$ cat config.mk
export PLATFORM = sky130hd
export DESIGN_NAME = por_gate_seq
export DESIGN_NICKNAME = d
export VERILOG_FILES = /design/src/rtl/por_seq_pkg.sv /design/src/rtl/por_sync.sv /design/src/rtl/por_counter.sv /design/src/rtl/por_fsm.sv /design/src/rtl/por_gate_seq.sv
export SDC_FILE = /design/constraint.sdc
export NUM_CORES = 1
export LEC_CHECK = 0
export ABC_CLOCK_PERIOD_IN_PS = 5630
export BUFFER_PORTS_ARGS = -buffer_cell sky130_fd_sc_hd__buf_2
export CORE_UTILIZATION = 45
export DETAILED_ROUTE_END_ITERATION = 16
export RECOVER_POWER = 25
export REMOVE_ABC_BUFFERS = 1
export SLEW_MARGIN = 20
export SYNTH_ARGS = -nofsm -noshare
export SYNTH_HDL_FRONTEND = slang
export SYNTH_SLANG_ARGS = --single-unit
$ cat constraint.sdc
create_clock -name clk -period 5.63 [get_ports clk]
set_input_delay 1.126 -clock clk [delete_from_list [all_inputs] [get_ports clk]]
set_output_delay 1.126 -clock clk [all_outputs]
set_load 0.01 [all_outputs]
$ cat src/rtl/por_seq_pkg.sv
package por_seq_pkg;

    typedef enum logic [1:0] {
        PS_OFF    = 2'd0,
        PS_HOLD   = 2'd1,
        PS_SETTLE = 2'd2,
        PS_RUN    = 2'd3
    } por_state_e;

    function automatic int unsigned larger_of(int unsigned a, int unsigned b);
        return (a > b) ? a : b;
    endfunction

    function automatic int unsigned bits_for(int unsigned limit);
        return (limit > 1) ? $clog2(limit) : 1;
    endfunction

endpackage

$ cat src/rtl/por_sync.sv
module por_sync #(
    parameter int unsigned STAGES = 2
) (
    input  logic clk,
    input  logic arst_n,
    output logic sync_out
);

    logic [STAGES-1:0] shift_q;

    generate
        if (STAGES == 1) begin : g_single
            always_ff @(posedge clk or negedge arst_n) begin
                if (!arst_n) shift_q <= 1'b0;
                else         shift_q <= 1'b1;
            end
        end else begin : g_chain
            always_ff @(posedge clk or negedge arst_n) begin
                if (!arst_n) shift_q <= '0;
                else         shift_q <= {shift_q[STAGES-2:0], 1'b1};
            end
        end
    endgenerate

    assign sync_out = shift_q[STAGES-1];

endmodule

$ cat src/rtl/por_counter.sv
module por_counter #(
    parameter int unsigned WIDTH = 4
) (
    input  logic             clk,
    input  logic             arst_n,
    input  logic             clr,
    input  logic             inc,
    output logic [WIDTH-1:0] count
);

    always_ff @(posedge clk or negedge arst_n) begin
        if (!arst_n)   count <= '0;
        else if (clr)  count <= '0;
        else if (inc)  count <= count + 1'b1;
    end

endmodule

$ cat src/rtl/por_fsm.sv
module por_fsm
    import por_seq_pkg::*;
#(
    parameter int unsigned RST_CLKS       = 1024,
    parameter int unsigned SETTLE_SAMPLES = 18436,
    parameter int unsigned CW             = 15
) (
    input  logic          clk,
    input  logic          arst_n,
    input  logic          sync_ok,
    input  logic          tick,
    input  logic [CW-1:0] cnt,
    output logic          cnt_clr,
    output logic          cnt_inc,
    output logic          dig_rst,
    output logic          zero_force,
    output logic          data_valid
);

    localparam logic [CW-1:0] HOLD_LAST   = CW'(RST_CLKS - 1);
    localparam logic [CW-1:0] SETTLE_LAST = CW'(SETTLE_SAMPLES - 1);

    por_state_e state_q, state_d;

    // State register: the supply drop resets it without a clock.
    always_ff @(posedge clk or negedge arst_n) begin
        if (!arst_n) state_q <= PS_OFF;
        else         state_q <= state_d;
    end

    // Transitions and counter control.
    always_comb begin
        state_d = state_q;
        cnt_clr = 1'b0;
        cnt_inc = 1'b0;
        unique case (state_q)
            PS_OFF: begin
                if (sync_ok) begin
                    state_d = PS_HOLD;
                    cnt_clr = 1'b1;
                end
            end
            PS_HOLD: begin
                if (cnt == HOLD_LAST) begin
                    state_d = PS_SETTLE;
                    cnt_clr = 1'b1;
                end else begin
                    cnt_inc = 1'b1;
                end
            end
            PS_SETTLE: begin
                if (tick) begin
                    if (cnt == SETTLE_LAST) begin
                        state_d = PS_RUN;
                        cnt_clr = 1'b1;
                    end else begin
                        cnt_inc = 1'b1;
                    end
                end
            end
            PS_RUN: begin
                state_d = PS_RUN;
            end
            default: begin
                state_d = PS_OFF;
            end
        endcase
    end

    // Moore outputs decoded from the state register.
    always_comb begin
        dig_rst    = 1'b1;
        zero_force = 1'b1;
        data_valid = 1'b0;
        unique case (state_q)
            PS_OFF, PS_HOLD: begin
                dig_rst    = 1'b1;
                zero_force = 1'b1;
                data_valid = 1'b0;
            end
            PS_SETTLE: begin
                dig_rst    = 1'b0;
                zero_force = 1'b1;
                data_valid = 1'b0;
            end
            PS_RUN: begin
                dig_rst    = 1'b0;
                zero_force = 1'b0;
                data_valid = 1'b1;
            end
            default: begin
                dig_rst    = 1'b1;
                zero_force = 1'b1;
                data_valid = 1'b0;
            end
        endcase
    end


    hold_len_chk: assert property (@(posedge clk) disable iff (!arst_n)
        $fell(dig_rst) |-> $past(cnt) == HOLD_LAST);


    rst_zero_chk: assert property (@(posedge clk) disable iff (!arst_n)
        dig_rst |-> (zero_force && !data_valid));


    valid_on_tick_chk: assert property (@(posedge clk) disable iff (!arst_n)
        $rose(data_valid) |-> ($past(tick) && $past(cnt) == SETTLE_LAST));


    valid_sticky_chk: assert property (@(posedge clk) disable iff (!arst_n)
        data_valid |=> (data_valid && !zero_force));


    settle_idle_chk: assert property (@(posedge clk) disable iff (!arst_n)
        (state_q == PS_SETTLE && !tick) |=> (state_q == PS_SETTLE && $stable(cnt)));

endmodule

$ cat src/rtl/por_gate_seq.sv
module por_gate_seq
    import por_seq_pkg::*;
#(
    parameter int unsigned RST_CLKS       = 1024,
    parameter int unsigned SETTLE_SAMPLES = 18436,
    parameter int unsigned SYNC_STAGES    = 2
) (
    input  logic clk,
    input  logic supply_ok,
    input  logic sample_tick,
    output logic dig_rst,
    output logic zero_force,
    output logic data_valid
);

    localparam int unsigned CNT_MAX = larger_of(RST_CLKS, SETTLE_SAMPLES);
    localparam int unsigned CW      = bits_for(CNT_MAX);

    logic          sync_ok;
    logic          cnt_clr;
    logic          cnt_inc;
    logic [CW-1:0] cnt;

    por_sync #(
        .STAGES (SYNC_STAGES)
    ) u_sync (
        .clk      (clk),
        .arst_n   (supply_ok),
        .sync_out (sync_ok)
    );

    por_counter #(
        .WIDTH (CW)
    ) u_cnt (
        .clk    (clk),
        .arst_n (supply_ok),
        .clr    (cnt_clr),
        .inc    (cnt_inc),
        .count  (cnt)
    );

    por_fsm #(
        .RST_CLKS       (RST_CLKS),
        .SETTLE_SAMPLES (SETTLE_SAMPLES),
        .CW             (CW)
    ) u_fsm (
        .clk        (clk),
        .arst_n     (supply_ok),
        .sync_ok    (sync_ok),
        .tick       (sample_tick),
        .cnt        (cnt),
        .cnt_clr    (cnt_clr),
        .cnt_inc    (cnt_inc),
        .dig_rst    (dig_rst),
        .zero_force (zero_force),
        .data_valid (data_valid)
    );


    supply_rst_chk: assert property (@(posedge clk)
        !supply_ok |-> dig_rst);

endmodule

### Word-level counts from Yosys, hierarchy flattened

Cells that the tools add are included.

* memory bits (read-only): 0
* flip-flop bits (word level): 19
* logic and storage cells: 38
* output and inout port bits: 3
* bits of input ports: 3
* memories: 0
* RAM bits: 0
* bits in latches: 0

* muxes and demuxes: 19
* $add $sub $neg: 1
* $mul: 0
* reduce and logical (&&, ||, !) cells: 6
* shift operators: 0
* bitwise gates (word level): 0
* equal/unequal tests: 9
* div/mod/pow operators: 0
* $lt $le $gt $ge: 0

Operator list (number)
* two-way mux 15 bit: 2
* adder 15 x 1 -> 15 bit, second input constant: 1
* == test 15 x 10 -> 1 bit, second input constant: 1
* == test 15 bit, second input constant: 1
* two-way mux 2 bit: 4
* case mux 1 bit (2 select lines): 4
* case mux 2 bit (4 select lines): 1
* two-way mux 1 bit: 7
* == test 2 bit, second input constant: 2
* != test 2 x 1 -> 1 bit, second input constant: 2
* != test 2 bit, second input constant: 2
* AND reduction 4 bit: 1
* OR reduction 2 bit: 2
* case mux 1 bit (3 select lines): 1
* OR reduction 3 bit: 1
* == test 2 x 1 -> 1 bit, second input constant: 1
* zero test 2 bit: 1
* nonzero test 2 bit: 1

### Longest topological paths before layout

* word-level depth: 6
* gate-level depth with buffers: 8
* mapped depth without buffers: 7

### Hierarchy

Synthesis repeated with hierarchy kept, for this count alone.

* cell total of the unflattened synthesis: 119
* area total of the unflattened synthesis: 1176.1 µm²

Modules (own cells, without submodules)
* por_counter: area an instance 807.0 µm², times used 1, seq. area each 375.4 µm², cells each 80
* por_fsm: area an instance 315.3 µm², times used 1, seq. area each 50.0 µm², cells each 36
* por_sync: area an instance 53.8 µm², times used 1, seq. area each 50.0 µm², cells each 3

### Worst setup path before layout

OpenSTA, ideal clock, no wires.

* kind: register to output
* from: register u_fsm.state_q[0]
* to: output dig_rst
* buffers on the path: 0
* setup slack: 3629 ps
* required time: 4504 ps
* arrival: 875 ps
* stages on the path, launching flop included: 3
* path through: dfrtp_1 -> ha_1 -> nor2_1

* cells in the longest elaborated chain, start to end: 3
* elaborated cells on any way between the ends: 7
* classes of those cells: eq/ne: 3; mux: 1; reduce/logical: 3

Ends and longest elaborated chain
* from (decl): RTL line por_fsm.sv:23 `por_state_e state_q, state_d;`
* from (signal assigned): RTL line por_fsm.sv:28 `else state_q <= state_d;`
* == test 2 bit, or another cell as far along: RTL line por_fsm.sv:75 `unique case (state_q)`
* OR reduction 2 bit (on tied branches)
* case mux 1 bit (2 select lines) *: RTL line por_fsm.sv:75
* to (decl): RTL line por_gate_seq.sv:11 `output logic dig_rst,`

Every way passes the cells marked *; elsewhere a longest branch is shown, timed or not.

### Worst setup path after layout

Same ends and word-level chain as after synthesis.

==> results by stage <==
Routing:
- The total length of routed met3 wires is 64 um.
- The total length of routed wires is 2850 um.
- The detailed-route wire length on metal 1 is 1450 um.
- The top layer reached by signal wires is met4.
- The wire length on met2 is 1290 um.
- The violation count after the first detailed-routing iteration is 46.
- The average wire per standard cell is 15.3 um.
- The routed layout has 1129 vias.
- In the routed design, unresolved DRC markers number 0.
- The detail-routed via count per cell is 6.07.
- The first-pass iteration count of the detailed router is 5.
- In this run the remaining antenna-violating nets after routing total 0.

Clocking:
- CTS built an H-tree with a depth of 1.
- TritonCTS built the clock tree.
- The largest buffer count on any clock path is 2.
- The clock tree root buffer cell is sky130_fd_sc_hd__clkbuf_4.
- Hold repair after CTS inserted 0 buffers.
- For this design, the sink count on the clock tree is 19.
- The CTS buffer count is 3.
- The number of buffers inserted to repair setup after CTS is 0.
- The post-cts gate resize count is 0.
- After clock tree synthesis, the clock-pin slew on the worst setup and hold paths is 120 ps.
- The clock reaches the later pin of the worst-skew pair after 300 ps.

Place:
- At the end of routability-driven placement, the weighted congestion stood at 0.849.
- Including well taps, the total number of placed cells is 182.
- The count of input and output buffers is 5.
- The cell area after placement is 1390 um^2.
- Summed over all nets, the half-perimeter wirelength after detailed placement is 2170 um.

Global routing:
- The via count of the first global-routing pass came to 1062.
- The total global routing overflow is 0.
- The number of antenna violations at the first check in global routing came to 0.
- The first-pass GRT wire length is 4920 um.
- In the global route stage, overall resource usage came out at 19.3%.
- The pin count of the biggest net entering global routing is 20.

Timing:
- The number of max-slew violations in the final report was 0.
- Setup repair after global routing left no endpoint under its margin.
- The count of final hold-check violations is 0.
- The transition at the pin with the smallest max-transition slack is 1030 ps.
- For this run, the top clock speed supported by timing is 408 MHz.
- The worst pin sits at a relative slew slack of 31.7%.
- Clock skew on the completed layout was measured at 9.19 ps.
- The setup TNS is 0 ps.
- The number of setup violations in the final report is 0.
- The post-route clock period utilization is 43.5%.
- The worst path needs 2450 ps of the cycle, external delays included.

Synthesis:
- Each instance of the synthesized netlist takes up on average 9.10 um^2.
- The most used flip-flop cell after synthesis is sky130_fd_sc_hd__dfrtp_1.
- The synthesized netlist contains 43 unique library cells.
- Ranked by instance count, the synthesized netlist is headed by sky130_fd_sc_hd__dfrtp_1 (19), sky130_fd_sc_hd__nand2_1 (15), sky130_fd_sc_hd__nand3_1 (15).
- The count of mapped cells out of synthesis is 151.
- The portion of the post-synthesis area used by sequential elements is 34.6%.
- The synthesized design contains 19 register bits.
- Yosys instantiated no cell more often than sky130_fd_sc_hd__dfrtp_1.
- The synthesized design contains 0 enable-type register cells.
- Yosys printed 0 warnings.
- Yosys attributes the largest share of cell area to sky130_fd_sc_hd__dfrtp_1 (35%), sky130_fd_sc_hd__ha_1 (5.5%), sky130_fd_sc_hd__nand3_1 (5.5%).
- The mapped netlist covers 1370 um^2.
- The proportion of netlist area held by the largest area contributor is 34.6%.
- The top cell type by total area after synthesis is sky130_fd_sc_hd__dfrtp_1.
- Counting flops with an async set or reset pin after synthesis yields a share of 100%.

Critical path:
- The library cell contributing the largest single delay on the critical path is sky130_fd_sc_hd__dfrtp_1.
- STA puts the critical path data arrival time at 1330 ps.
- The worst stage delay on the critical path is 420 ps.
- The signal on the critical path passes through inv_1 > ha_1 > nor2_1 > buf_2.
- The worst setup path is captured at an output pin.
- The type of element launching the critical path is a flip-flop.
- The maximum fanout encountered on the critical timing path is 5.
- The category of the most critical setup path is flip-flop to output pin.
- STA puts the critical path data required time at 4500 ps.

Power and ir drop:
- The worst ir drop on vdd is 84.0 uV.
- The power density over cell area is 149 nW/um^2.
- In this run the static leakage power is 0.589 nW.

Finish:
- Summing all non-filler instances in the final layout gives an area of 1420 um^2.
- Measured on the finished design, the core utilization comes to 50.2%.
- The number of antenna diodes in the final layout is 0.
- Cells with a size suffix above 1 make up 15.5% of the layout.
- The finished layout holds 186 standard cells, fillers aside.
- The area growth from synthesis to layout is 3.28%.
- The net count of the finished layout is 165.

Outcome:
- The flow ran to the end, and the final reports show no timing, DRC or antenna violations.

Flow run:
- The count of maximum capacitance violations is 0.

Floorplan:
- In this run the count of I/O pins placed on the die edge is 6.
- The width of the die is 57.3 um.
- The effective utilization at floorplan is 48.6%.
- The area of the core is 2830 um^2.
- The overall die area is 3280 um^2.
- Measured along the y axis, the die boundary spans 57.3 um.
- The floorplan has 19 rows.

Min path:
- The worst hold path belongs to the class flip-flop to flip-flop.
-- cell usage in the layout, fill, tap and decap left out, types with 2 or more instances in the layout --
master,count
sky130_fd_sc_hd__and3b_1,2
sky130_fd_sc_hd__clkbuf_4,3
sky130_fd_sc_hd__nand2_1,15
sky130_fd_sc_hd__and3_1,5
sky130_fd_sc_hd__buf_2,4
sky130_fd_sc_hd__a211o_1,2
sky130_fd_sc_hd__dfrtp_1,19
sky130_fd_sc_hd__inv_1,7
sky130_fd_sc_hd__nand4_1,4
sky130_fd_sc_hd__a21oi_1,12
sky130_fd_sc_hd__ha_1,6
sky130_fd_sc_hd__a21o_1,4
sky130_fd_sc_hd__o211ai_1,4
sky130_fd_sc_hd__nor3_1,7
sky130_fd_sc_hd__nand3_1,15
sky130_fd_sc_hd__o21ai_0,2
sky130_fd_sc_hd__nor2_1,9
sky130_fd_sc_hd__nor4_1,3
sky130_fd_sc_hd__nor4_2,4
sky130_fd_sc_hd__xor2_1,3
-- area by class of cell --
| cell class | count | area (um^2) |
|---|---|---|
| repair buffers | 5 | 23.8 |
| fillers | 284 | 1410 |
| flip-flops and latches | 19 | 475 |
| well taps | 31 | 38.8 |
| clock buffers | 3 | 22.5 |
| multi-input cells | 120 | 827 |
| inverters | 7 | 26.3 |
| clock inverters | 1 | 5.00 |
-- flip-flops by register name, summed over array words and instances, names as in the netlist --
register        cells
u_cnt.count        15
u_fsm.state_q       2
u_sync.shift_q      2
-- stage by stage --
stage / total power, W / hold WS, ps / setup slack (ps)
after floorplan: 0.000141 / 331 / 3630
after global placement: 0.000144 / 334 / 3360
after detailed placement: 0.000144 / 337 / 3320
after CTS: 0.000216 / 365 / 3160
after global routing: 0.000223 / 367 / 3090
final: 0.000212 / 364 / 3180
-- critical path: cells and delay by family (launching register included) --
| kind | cells | cell delay, ps |
|---|---|---|
| buf+inv | 2 | 230 |
| simple gates | 1 | 110 |
| flops | 1 | 420 |
| fa+ha+maj | 1 | 250 |
-- final timing paths --
| kind | startpoint | end | slack, ps | cells after the start |
|---|---|---|---|---|
| setup / recovery | u_fsm.state_q[0] | dig_rst | 3180 | 4 |
| hold / removal | u_sync.shift_q[0] | u_sync.shift_q[1] | 360 | 0 |
| max in group asynchronous | supply_ok | u_cnt.count[0] | 4050 | 1 |
| setup reg to reg | u_cnt.count[0] | u_cnt.count[0] | 3410 | 6 |
| hold reg to reg | u_sync.shift_q[0] | u_sync.shift_q[1] | 360 | 0 |
| min in group asynchronous | supply_ok | u_fsm.state_q[1] | 960 | 1 |
-- power by group --
part | leakage, nW | total [W] | switching (W) | internal [W]
Combinational | 0.320 | 0.00000382 | 0.00000309 | 0.000000734
Clock | 0.0177 | 0.0000704 | 0.0000439 | 0.0000265
Sequential | 0.250 | 0.000137 | 0.000000327 | 0.000137
-- per-layer routing --
metal / up-vias / GRT usage, %
met2: 17 / 30.8
li1: 565 / -
met4: 0 / 7.32
met1: 542 / 27.2
met3: 5 / 2.04
met5: - / 0
-- logic make-up (layout without fill, tap and decap cells) --
group                      Yosys count  after routing  share of synthesized area (%)
buffers and inverters               12             16                           5.19
other                                1              1                          0.273
AOI/OAI and AO/OA                   35             35                           19.3
xor gates and xnor gates             3              3                           1.91
muxes                                1              1                          0.729
DFF                                 19             19                           34.6
adders and majority gates            6              6                           5.46
and+or+nand+nor                     74             74                           32.5
Note: power is estimated with default switching activity, not from simulation.
